--- config.mk ---
export PLATFORM = sky130hd
export DESIGN_NAME = ipi_mailbox
export DESIGN_NICKNAME = d
export VERILOG_FILES = /design/src/rtl/ipi_pkg.sv /design/src/rtl/ipi_lane_map.sv /design/src/rtl/ipi_write_decode.sv /design/src/rtl/ipi_pending_reg.sv /design/src/rtl/ipi_mailbox.sv
export SDC_FILE = /design/constraint.sdc
export NUM_CORES = 1
export LEC_CHECK = 0
export CORE_AREA = 2 2 61 63
export DETAILED_ROUTE_END_ITERATION = 6
export DIE_AREA = 0 0 63 65
export PLACE_DENSITY = 0.87
export SYNTH_ARGS = -nofsm -noshare
export SYNTH_HDL_FRONTEND = slang
export SYNTH_SLANG_ARGS = --single-unit
--- constraint.sdc ---
create_clock -name clk_i -period 2.9 [get_ports clk_i]
set_input_delay 0.725 -clock clk_i [delete_from_list [all_inputs] [get_ports clk_i]]
set_output_delay 0.725 -clock clk_i [all_outputs]
set_load 0.05 [all_outputs]
--- src/rtl/ipi_pkg.sv ---
package ipi_pkg;
    localparam int NUM_SRC     = 3;
    localparam int LANE_BITS   = 4;
    localparam int LANE_STRIDE = 8;
    localparam int DATA_W      = 32;
    localparam int ID_W        = 2;
    localparam int IRQ_W       = NUM_SRC * LANE_BITS;

    typedef struct packed {
        logic [IRQ_W-1:0] pending;
    } pend_state_t;
endpackage

--- src/rtl/ipi_lane_map.sv ---
// Converts between the sparse bus word and the compact interrupt vector.
module ipi_lane_map
    import ipi_pkg::*;
(
    input  logic [DATA_W-1:0] word_i,
    output logic [IRQ_W-1:0]  compact_o,
    input  logic [IRQ_W-1:0]  compact_i,
    output logic [DATA_W-1:0] word_o
);
    for (genvar s = 0; s < NUM_SRC; s++) begin : g_lane
        for (genvar b = 0; b < LANE_BITS; b++) begin : g_bit
            assign compact_o[s*LANE_BITS+b] = word_i[s*LANE_STRIDE+b];
        end
    end

    always_comb begin
        word_o = '0;
        for (int s = 0; s < NUM_SRC; s++) begin
            for (int b = 0; b < LANE_BITS; b++) begin
                word_o[s*LANE_STRIDE+b] = compact_i[s*LANE_BITS+b];
            end
        end
    end
endmodule

--- src/rtl/ipi_write_decode.sv ---
// Turns one bus write into per-bit set and clear requests.
module ipi_write_decode
    import ipi_pkg::*;
#(
    parameter int ADDR_W = 6,
    parameter logic [ADDR_W-1:0] STATUS_ADDR = '0,
    parameter logic [ADDR_W-1:0] CLEAR_ADDR  = ADDR_W'(4)
) (
    input  logic [ADDR_W-1:0] addr_i,
    input  logic              we_i,
    input  logic [ID_W-1:0]   id_i,
    input  logic [IRQ_W-1:0]  wbits_i,
    output logic [IRQ_W-1:0]  set_o,
    output logic [IRQ_W-1:0]  clr_o
);
    logic [IRQ_W-1:0] own_mask;
    logic             hit_status;
    logic             hit_clear;

    always_comb begin
        own_mask = '0;
        for (int s = 0; s < NUM_SRC; s++) begin
            if (id_i == ID_W'(s)) begin
                own_mask[s*LANE_BITS +: LANE_BITS] = '1;
            end
        end
        hit_status = we_i && (addr_i == STATUS_ADDR);
        hit_clear  = we_i && (addr_i == CLEAR_ADDR);
        set_o      = hit_status ? (wbits_i & own_mask) : '0;
        clr_o      = hit_clear  ? wbits_i : '0;
    end
endmodule

--- src/rtl/ipi_pending_reg.sv ---
// Pending bits; a set beats a clear of the same bit in one cycle.
module ipi_pending_reg
    import ipi_pkg::*;
(
    input  logic             clk_i,
    input  logic             rst_ni,
    input  logic [IRQ_W-1:0] set_i,
    input  logic [IRQ_W-1:0] clr_i,
    output logic [IRQ_W-1:0] pend_o
);
    pend_state_t st_d;
    pend_state_t st_q;

    always_comb begin
        st_d         = st_q;
        st_d.pending = (st_q.pending & ~clr_i) | set_i;
    end

    always_ff @(posedge clk_i or negedge rst_ni) begin
        if (!rst_ni) begin
            st_q <= '0;
        end else begin
            st_q <= st_d;
        end
    end

    assign pend_o = st_q.pending;
endmodule

--- src/rtl/ipi_mailbox.sv ---
module ipi_mailbox
    import ipi_pkg::*;
#(
    parameter int ADDR_W = 6,
    parameter logic [ADDR_W-1:0] STATUS_ADDR = '0,
    parameter logic [ADDR_W-1:0] CLEAR_ADDR  = ADDR_W'(4)
) (
    input  logic              clk_i,
    input  logic              rst_ni,
    input  logic [ADDR_W-1:0] bus_addr_i,
    input  logic              bus_we_i,
    input  logic [31:0]       bus_wdata_i,
    input  logic [1:0]        bus_id_i,
    output logic [31:0]       bus_rdata_o,
    output logic [11:0]       irq_core0_o,
    output logic [11:0]       irq_core1_o,
    output logic [11:0]       irq_dsp_o
);
    logic [IRQ_W-1:0]  wbits;
    logic [IRQ_W-1:0]  set_bits;
    logic [IRQ_W-1:0]  clr_bits;
    logic [IRQ_W-1:0]  pending;
    logic [DATA_W-1:0] pend_word;

    ipi_lane_map u_map (
        .word_i    (bus_wdata_i),
        .compact_o (wbits),
        .compact_i (pending),
        .word_o    (pend_word)
    );

    ipi_write_decode #(
        .ADDR_W      (ADDR_W),
        .STATUS_ADDR (STATUS_ADDR),
        .CLEAR_ADDR  (CLEAR_ADDR)
    ) u_dec (
        .addr_i  (bus_addr_i),
        .we_i    (bus_we_i),
        .id_i    (bus_id_i),
        .wbits_i (wbits),
        .set_o   (set_bits),
        .clr_o   (clr_bits)
    );

    ipi_pending_reg u_pend (
        .clk_i  (clk_i),
        .rst_ni (rst_ni),
        .set_i  (set_bits),
        .clr_i  (clr_bits),
        .pend_o (pending)
    );

    assign bus_rdata_o = ((bus_addr_i == STATUS_ADDR) || (bus_addr_i == CLEAR_ADDR))
                         ? pend_word : '0;
    assign irq_core0_o = pending;
    assign irq_core1_o = pending;
    assign irq_dsp_o   = pending;
endmodule

==> qor.txt, run 1 <==
peak supply drop: 110 uV
hold path depth: 2
Post-CTS Hold Buffers: 0
Max Root-Sink Buffers: 2
Max Cap Viol: 0
total gr overflow: 0
Final Hold Fails: 0
Routed WL per cell: 13.0 um
critical path class: in2out
placed cell area: 1610 um^2
Final Hold Slack: 0.647 ns
Synth Instances: 105
switching portion of total power: 48.8%
Worst-Margin Slew: 0.559 ns
iteration count of the initial detailed-routing pass: 4
top cell type by total area after synthesis: buf_4
worst path cell trace: clkdlybuf4s50_1 -> nor4_4 -> and2b_2 -> buf_4 -> and2_1 -> buf_12
clk slew on worst S/H paths: 0.07 ns
PortBufs: 70
flops & latches, synth: 12
worst path bufs/invs: 3
CP Capture Type: primary output
Area growth, synth to finish: 68.7%
top sig layer: met4
maximum fanout along the worst path: 3
vias in the first global route: 822
CP delay by family, top: buffers and inverters
crit share post-route: 98.2%
Met3 Wirelength: 277 um
Synthesis Warnings: 0
M1 WL: 861 um
minimum clock period after layout: 2.85 ns
# DRC: 0
Crit path arrival time: 2.12 ns
GPL Wtd Cong: 0.695
sequential area share after synthesis: 30.5%
Cell Area, Synth: 986 um^2
Post-CTS Setup Bufs: 0
global-route wire length before repair: 3970 um
skew final: 0 ns
Reg-to-Reg End: u_pend.pend_o[11]
Core ar.: 3500 um^2
Post-Route WL: 2620 um
Filler cells: 339
Worst Setup Start Kind: input port
clock share of power: 15.5%
Fmax: 351 MHz
CTS sink count: 12
clock tree from TritonCTS: built
reg2reg start: u_pend.pend_o[11]
Inserted Clock Buffers: 3
worst min-delay path startpoint: u_pend.pend_o[7]
H-tree depth: 1
Hold WC Path Type: reg2reg
Pins Over Slew Limit: 0
status: finished, final reports clean
# setup viols final: 0
width of the die: 63 um
worst endpoint required time: 2.17 ns
Final Instance Area: 1660 um^2
max reg flops: 12
die span in y: 65 um
register area: 300 um^2
most frequent cells in the layout: 58 x clkdlybuf4s50_1, 20 x conb_1
I/O pins: 111
Hold EP: u_pend.pend_o[7]
met2 wire length: 1430 um
CP max stage cell: clkdlybuf4s50_1
most common cell after layout, fill and taps aside: clkdlybuf4s50_1
Initial Util: 28.2%
largest net degree at the start of global routing: 14
max_slew headroom: 62.6%
Flop pwr share: 29.9%
Combinational Power Share: 54.6%
Total Nets Final: 198
Root Buffer: clkbuf_4
Initial DRC Count: 29
flop2flop setup slack: 2.08 ns
layout cells sized above 1: 21.6%
HPWL Detailed: 2160 um
syn_area_per_cell: 9.39 um^2
Crit. Startpoint: bus_addr_i[1]
initial antenna violation count: 0
PwrDens: 399 nW/um^2
ANT nets after route: 0
Yosys top cell area share: 35.0%
RSZ-0062 raised after global routing: yes
Switch Pwr: 0.000324 W
CP max stage delay: 0.44 ns
total die area: 4100 um^2
vias: 882
vias per cell: 4.39
total track usage: 12.6%
Worst-Skew Late Latency: 0.27 ns
static leakage: 0.687 nW
ANT cells: 0
footprint of the multi-input gates: 418 um^2
post-cts resize count: 0
worst reg-to-reg path cell count: 2
Rows: 22
synth unique cells: 14
Area contributors post-synth: buf_4 35%, dfrtp_1 30%, a41oi_1 11%
Pint: 0.000339 W
area by class of cell:
class	count	area share [%]
flip-flops and latches	12	18.1
multi-input cells	63	25.1
repair buffers	75	51.8
clock buffers	3	1.35
well taps	48	3.61
metrics by stage:
| stage | TNS [ns] | total power, W | utilization [%] | setup slack (ns) | instances |
|---|---|---|---|---|---|
| finish | 0 | 0.000663 | 47.6 | 0.0509 | 201 |
| global route | -0.0606 | 0.000688 | 47.6 | -0.0313 | 201 |
| CTS | 0 | 0.000669 | 46.7 | 0.0168 | 201 |
| detailed placement | 0 | 0.000564 | 46.1 | 0.0169 | 198 |
| global placement | 0 | 0.000557 | 46.1 | 0.0290 | 198 |
| floorplan | 0 | 0.000492 | - | 0.378 | 124 |
power groups by stage:
| stage | clock network (W) | registers [W] | logic (W) |
|---|---|---|---|
| finish | 0.000103 | 0.000198 | 0.000362 |
| global route | 0.000113 | 0.000202 | 0.000373 |
| CTS | 0.000108 | 0.000198 | 0.000363 |
| detailed placement | 0 | 0.000202 | 0.000362 |
| global placement | 0 | 0.000200 | 0.000358 |
| floorplan | 0 | 0.000246 | 0.000246 |
worst max path at each step:
stage                     depth (start not counted)  slack [ns]               to
after CTS                                         6        0.02  bus_rdata_o[17]
after global routing                              6       -0.03   bus_rdata_o[9]
after floorplan                                   4        0.38  bus_rdata_o[10]
after global placement                            6        0.03  bus_rdata_o[16]
final                                             6        0.05   bus_rdata_o[9]
after detailed placement                          6        0.02  bus_rdata_o[17]
cell families (layout without fill, tap and decap cells):
kind of cell	after synthesis	count (layout)	synth area share, %
other cells	1	20	0.380
buf+inv	49	78	37.1
simple gates	19	19	13.8
flops	12	12	30.5
compound gates	24	24	18.3
layer usage:
metal  vias to the layer above  global-route usage (%)
met4                         0                    6.94
li1                        408                       -
met5                         -                       0
met3                         6                    4.17
met2                        65                    23.9
met1                       403                    11.8
synthesized netlist by cell type:
cell type  count
buf_4         46
a31oi_1       12
a41oi_1       12
and2_1        12
dfrtp_1       12
and2b_1        3
and2_2         1
buf_2          1
buf_6          1
clkbuf_1       1
conb_1         1
nor2_1         1
nor2b_1        1
nor4_4         1
worst reg2reg max path: stages, from the launching register on:
cell and delay [ns]:
dfrtp_1 0.42, a41oi_1 0.18, a31oi_1 0.07
Power figures use the tool's default switching activity.
==> run 2, diff against run 1 <==
--- a/config.mk
+++ b/config.mk
@@ -9,6 +9,7 @@
 export DETAILED_ROUTE_END_ITERATION = 6
 export DIE_AREA = 0 0 63 65
 export PLACE_DENSITY = 0.87
+export SETUP_SLACK_MARGIN = 0.15
 export SYNTH_ARGS = -nofsm -noshare
 export SYNTH_HDL_FRONTEND = slang
 export SYNTH_SLANG_ARGS = --single-unit
==> run 2 against run 1 <==
- worst setup slack improved by 0.24 ns
- clock skew did not move
- critical path depth did not move
- largest cell class unchanged
- utilization rose by 0.11 points
==> qor.txt, run 2 (same netlist as run 1, synthesis figures left out) <==
ANT nets after route: 0 (unchanged)
post-route insts no fill: 201 (unchanged)
H-tree depth: 1 (unchanged)
Crit path arrival time: 1.88 ns (was 2.12 ns)
Area growth, synth to finish: 69.0% (was 68.7%)
Worst Setup Start Kind: input port (unchanged)
Total Nets Final: 198 (unchanged)
clk slew on worst S/H paths: 0.07 ns (about the same)
clock tree from TritonCTS: built (unchanged)
I/O pins: 111 (unchanged)
GPL Wtd Cong: 0.695 (unchanged)
Inserted Clock Buffers: 3 (unchanged)
Max Root-Sink Buffers: 2 (unchanged)
worst endpoint required time: 2.17 ns (about the same)
width of the die: 63 um (unchanged)
initial antenna violation count: 0 (unchanged)
Filler cells: 340 (was 339)
Routed WL per cell: 13.0 um (about the same)
die span in y: 65 um (unchanged)
maximum fanout along the worst path: 3 (unchanged)
Critical Path Stages: 6 (unchanged)
minimum clock period after layout: 2.61 ns (was 2.85 ns)
max reg flops: 12 (unchanged)
Core ar.: 3500 um^2 (unchanged)
static leakage: 0.703 nW (was 0.687 nW)
Initial DRC Count: 32 (was 29)
Fmax: 384 MHz (was 351 MHz)
placed cell area: 1610 um^2 (unchanged)
crit share post-route: 89.8% (was 98.2%)
worst path bufs/invs: 3 (unchanged)
PortBufs: 70 (unchanged)
iteration count of the initial detailed-routing pass: 4 (unchanged)
ANT cells: 0 (unchanged)
Max Cap Viol: 0 (unchanged)
Final Hold Fails: 0 (unchanged)
max_slew headroom: 62.7% (was 62.6%)
largest net degree at the start of global routing: 14 (unchanged)
vias: 891 (was 882)
vias per cell: 4.43 (was 4.39)
post-placement cell count: 198 (unchanged)
footprint of the multi-input gates: 423 um^2 (was 418 um^2)
critical path class: in2out (unchanged)
CTS sink count: 12 (unchanged)
CP max stage delay: 0.27 ns (was 0.44 ns)
Post-Route WL: 2620 um (about the same)
worst reg-to-reg path cell count: 2 (unchanged)
final core utilization: 47.7% (was 47.6%)
status: finished, final reports clean (unchanged)
Root Buffer: clkbuf_4 (unchanged)
Worst-Skew Late Latency: 0.27 ns (about the same)
layout cells sized above 1: 22.9% (was 21.6%)
Rows: 22 (unchanged)
hold path depth: 2 (unchanged)
setup TNS: 0 ns (unchanged)
Final Instance Area: 1670 um^2 (was 1660 um^2)
total gr overflow: 0 (unchanged)
HPWL Detailed: 2160 um (unchanged)
Crit. Startpoint: bus_addr_i[0] (was bus_addr_i[1])
Worst-Margin Slew: 0.557 ns (was 0.559 ns)
peak supply drop: 110 uV (about the same)
total die area: 4100 um^2 (unchanged)
register area: 300 um^2 (unchanged)
CP delay by family, top: simple AND/OR/NAND/NOR gates (was buffers and inverters)
total track usage: 12.6% (about the same)
global-route wire length before repair: 3970 um (about the same)
worst min-delay path startpoint: u_pend.pend_o[9] (was u_pend.pend_o[7])
vias in the first global route: 831 (was 822)
skew final: 0 ns (unchanged)
Pins Over Slew Limit: 0 (unchanged)
Hold WC Path Type: reg2reg (unchanged)
# DRC: 0 (unchanged)
Post-CTS Hold Buffers: 0 (unchanged)
Initial Util: 28.2% (unchanged)
worst path cell trace: dlygate4sd2_1 -> nor4_4 -> and2b_2 -> buf_4 -> and2_4 -> buf_12 (was clkdlybuf4s50_1 -> nor4_4 -> and2b_2 -> buf_4 -> and2_1 -> buf_12)
PwrDens: 398 nW/um^2 (was 399 nW/um^2)
most frequent cells in the layout: 54 x clkdlybuf4s50_1, 20 x conb_1 (was 58 x clkdlybuf4s50_1, 20 x conb_1)
# setup viols final: 0 (unchanged)
reg2reg start: u_pend.pend_o[11] (unchanged)
CP max stage cell: nor4_4 (was clkdlybuf4s50_1)
most common cell after layout, fill and taps aside: clkdlybuf4s50_1 (unchanged)
RSZ-0062 raised after global routing: no (was yes)
CP Capture Type: primary output (unchanged)
[run 2: cell count changes in the layout (fill, tap and decap cells not counted), sizes merged]
cell	change
dlymetal6s2s	+1
dlygate4sd2	+3
clkdlybuf4s50	-4
[run 2: worst paths after layout]
kind                            slack, ns           endpoint
min in group asynchronous            0.81   u_pend.pend_o[9]
max in group asynchronous            1.72   u_pend.pend_o[4]
worst min-delay path                 0.65   u_pend.pend_o[9]
worst min register to register       0.65   u_pend.pend_o[9]
worst max register to register       2.08  u_pend.pend_o[11]
worst max-delay path                 0.29     bus_rdata_o[9]
[run 2: power by group]
group          total (W)  switching [W]  internal (W)  leakage (nW)
clock           0.000103      0.0000553     0.0000480        0.0138
sequential      0.000198      0.0000177      0.000181         0.164
combinational   0.000361       0.000252      0.000109         0.526
total           0.000663       0.000325      0.000338         0.703
[run 2: cell type report]
class                           count  area share [%]
Clock buffer                        3            1.35
Multi-Input combinational cell     63            25.4
Sequential cell                    12            18.0
Tap cell                           48            3.60
Timing Repair Buffer               75            51.7
[run 2: timing repair]
item / 4_1_cts / 5_1_grt
setup endpoints to repair: 12 / 4
gates cloned: 0 / 0
setup buffers: 0 / 0
pin swaps: 1 / 1
resized for setup: 17 / 1
[run 2: worst min-delay path: cells and delay by family, from the launching register on]
| family | cells | cell delay (ns) |
|---|---|---|
| AO/OA/AOI/OAI | 2 | 0.20 |
| flip-flops | 1 | 0.41 |
[run 2: through the flow]
stage                     worst slack (ns)  hold WS [ns]  total power [W]
after global routing                 0.208         0.697         0.000687
after global placement              0.0290         0.599         0.000557
after detailed placement            0.0169         0.629         0.000564
after CTS                            0.191         0.656         0.000669
after floorplan                      0.378         0.429         0.000492
final                                0.295         0.651         0.000663
[run 2: per-layer routing]
metal / routed length, um / GRT usage [%] / share of wire (%)
met3: 268 / 3.82 / 10
met2: 1440 / 23.9 / 55
met4: 46 / 7.22 / 1.8
met1: 865 / 12.0 / 33
met5: 0 / 0 / 0
==> run 3, diff against run 2 <==
--- a/config.mk
+++ b/config.mk
@@ -5,9 +5,10 @@
 export SDC_FILE = /design/constraint.sdc
 export NUM_CORES = 1
 export LEC_CHECK = 0
-export CORE_AREA = 2 2 61 63
+export CORE_AREA = 2 2 85 46
 export DETAILED_ROUTE_END_ITERATION = 6
-export DIE_AREA = 0 0 63 65
+export DIE_AREA = 0 0 87 48
+export GPL_ROUTABILITY_DRIVEN = 0
 export PLACE_DENSITY = 0.87
 export SETUP_SLACK_MARGIN = 0.15
 export SYNTH_ARGS = -nofsm -noshare
==> run 3 against run 2 <==
- largest cell class unchanged
- critical endpoint is now bus_rdata_o[0]
- worst setup slack lost 0.12 ns
- clock skew is the same
- utilization grew 3.9 points
- combinational power grew 1%
- register-to-register slack is essentially flat
- non-clock buffer count grew 1
- clock power grew 75%
- clock-buffer cell count grew 1
- hold slack lost 0.0058 ns
- first-iteration DRC count grew to 3.8 times the previous value
- critical path type unchanged
- largest power group unchanged
- final area grew 3.9%
- die area grew 2.0%
==> qor.txt, run 3 (same netlist as run 1, synthesis figures left out) <==
Crit path arrival time: 2.00 ns (was 1.88 ns)
Worst-Skew Late Latency: 0.24 ns (was 0.27 ns)
peak supply drop: 143 uV (was 110 uV)
setup ws final: 0.180 ns (was 0.295 ns)
# setup viols final: 0 (unchanged)
vias in the first global route: 798 (was 831)
total track usage: 13.5% (was 12.6%)
Final Hold Slack: 0.646 ns (was 0.651 ns)
status: finished, final reports clean (unchanged)
Total Nets Final: 199 (was 198)
H-tree depth: 1 (unchanged)
Fmax: 368 MHz (was 384 MHz)
Rows: 15 (was 22)
register area: 300 um^2 (unchanged)
largest net degree at the start of global routing: 14 (unchanged)
worst path bufs/invs: 3 (unchanged)
pre-CTS setup slack: 0.0359 ns (was 0.0169 ns)
Pins Over Slew Limit: 0 (unchanged)
clock tree from TritonCTS: built (unchanged)
# DRC: 0 (unchanged)
Initial DRC Count: 121 (was 32)
max reg flops: 12 (unchanged)
Max Root-Sink Buffers: 2 (unchanged)
footprint of the multi-input gates: 423 um^2 (unchanged)
initial antenna violation count: 0 (unchanged)
width of the die: 87 um (was 63 um)
Final Hold Fails: 0 (unchanged)
Worst Setup Start Kind: input port (unchanged)
iteration count of the initial detailed-routing pass: 4 (unchanged)
CP max stage delay: 0.28 ns (was 0.27 ns)
total die area: 4180 um^2 (was 4100 um^2)
placed cell area: 1600 um^2 (was 1610 um^2)
ANT nets after route: 0 (unchanged)
Core ar.: 3360 um^2 (was 3500 um^2)
max_slew headroom: 63.8% (was 62.7%)
crit share post-route: 93.8% (was 89.8%)
die span in y: 48 um (was 65 um)
Post-CTS Hold Buffers: 0 (unchanged)
clk slew on worst S/H paths: 0.05 ns (was 0.07 ns)
static leakage: 0.737 nW (was 0.703 nW)
Root Buffer: clkbuf_8 (was clkbuf_4)
maximum fanout along the worst path: 6 (was 3)
Routed WL per cell: 14.2 um (was 13.0 um)
Worst-Margin Slew: 0.541 ns (was 0.557 ns)
ANT cells: 0 (unchanged)
minimum clock period after layout: 2.72 ns (was 2.61 ns)
most common cell after layout, fill and taps aside: clkdlybuf4s50_1 (unchanged)
vias: 921 (was 891)
HPWL Detailed: 2190 um (was 2160 um)
Max Cap Viol: 0 (unchanged)
vias per cell: 4.68 (was 4.43)
Filler cells: 269 (was 340)
RSZ-0062 raised after global routing: yes (was no)
Area growth, synth to finish: 75.6% (was 69.0%)
Post-Route WL: 2810 um (was 2620 um)
setup TNS: 0 ns (unchanged)
CTS sink count: 12 (unchanged)
skew final: 0 ns (unchanged)
CP delay by family, top: buffers and inverters (was simple AND/OR/NAND/NOR gates)
Final Instance Area: 1730 um^2 (was 1670 um^2)
critical path class: in2out (unchanged)
worst endpoint required time: 2.17 ns (about the same)
I/O pins: 111 (unchanged)
CP Capture Type: primary output (unchanged)
CP max stage cell: nor4_4 (unchanged)
Initial Util: 29.3% (was 28.2%)
PortBufs: 70 (unchanged)
Inserted Clock Buffers: 3 (unchanged)
worst path cell trace: dlygate4sd2_1 -> nor4_4 -> and2b_2 -> bufbuf_16 -> and2_4 -> buf_12 (was dlygate4sd2_1 -> nor4_4 -> and2b_2 -> buf_4 -> and2_4 -> buf_12)
Hold WC Path Type: reg2reg (unchanged)
layout cells sized above 1: 23.9% (was 22.9%)
total gr overflow: 0 (unchanged)
global-route wire length before repair: 4150 um (was 3970 um)
most frequent cells in the layout: 53 x clkdlybuf4s50_1, 20 x conb_1, 13 x buf_12 (was 54 x clkdlybuf4s50_1, 20 x conb_1)
PwrDens: 430 nW/um^2 (was 398 nW/um^2)
run 3: per-stage QoR:
step	instances	power, W	utilization, %
6_report	197	0.000744	51.5
5_1_grt	197	0.000769	51.5
4_1_cts	197	0.000747	51.5
3_5_place_dp	190	0.000565	47.6
3_3_place_gp	190	0.000558	47.6
2_1_floorplan	124	0.000492	-
run 3: per-layer routing:
layer / wire length (um) / share of wire (%) / global-route usage, %
met1: 1000 / 36 / 16.3
met4: 73 / 2.6 / 6.56
met5: 0 / 0 / 0
met2: 1540 / 55 / 23.4
met3: 190 / 6.8 / 3.62
run 3: cell type report:
class                           count  share of cell area [%]
Multi-Input combinational cell     63                    24.4
Tap cell                           42                    3.03
Timing Repair Buffer               76                    52.0
Clock buffer                        4                    3.18
Sequential cell                    12                    17.3
run 3: path summary, 6_finish.rpt:
kind | start | to | slack [ns] | cells past startpoint
max | bus_addr_i[1] | bus_rdata_o[0] | 0.18 | 6
min | u_pend.pend_o[10] | u_pend.pend_o[10] | 0.65 | 2
max reg2reg | u_pend.pend_o[3] | u_pend.pend_o[3] | 2.08 | 2
min reg2reg | u_pend.pend_o[10] | u_pend.pend_o[10] | 0.65 | 2
max in group asynchronous | rst_ni | u_pend.pend_o[9] | 1.70 | 1
min in group asynchronous | rst_ni | u_pend.pend_o[10] | 0.84 | 1
run 3: report_power, final:
part	switching (W)	internal, W	leakage, nW
logic	0.000254	0.000111	0.545
clock network	0.0000604	0.000120	0.0288
registers	0.0000183	0.000181	0.164
total	0.000333	0.000412	0.737
run 3: what timing repair did:
item,4_1_cts,5_1_grt
endpoints found under the setup margin,12,12
cloned,1,0
hold endpoints to repair,0,0
pin swaps,1,1
resized for setup,17,1
setup buffers,2,0
run 3: tightest hold or removal path, delay by kind of cell (launching register included):
family         cells  cell delay, ns
flip-flops         1            0.40
AO/OA/AOI/OAI      2            0.20
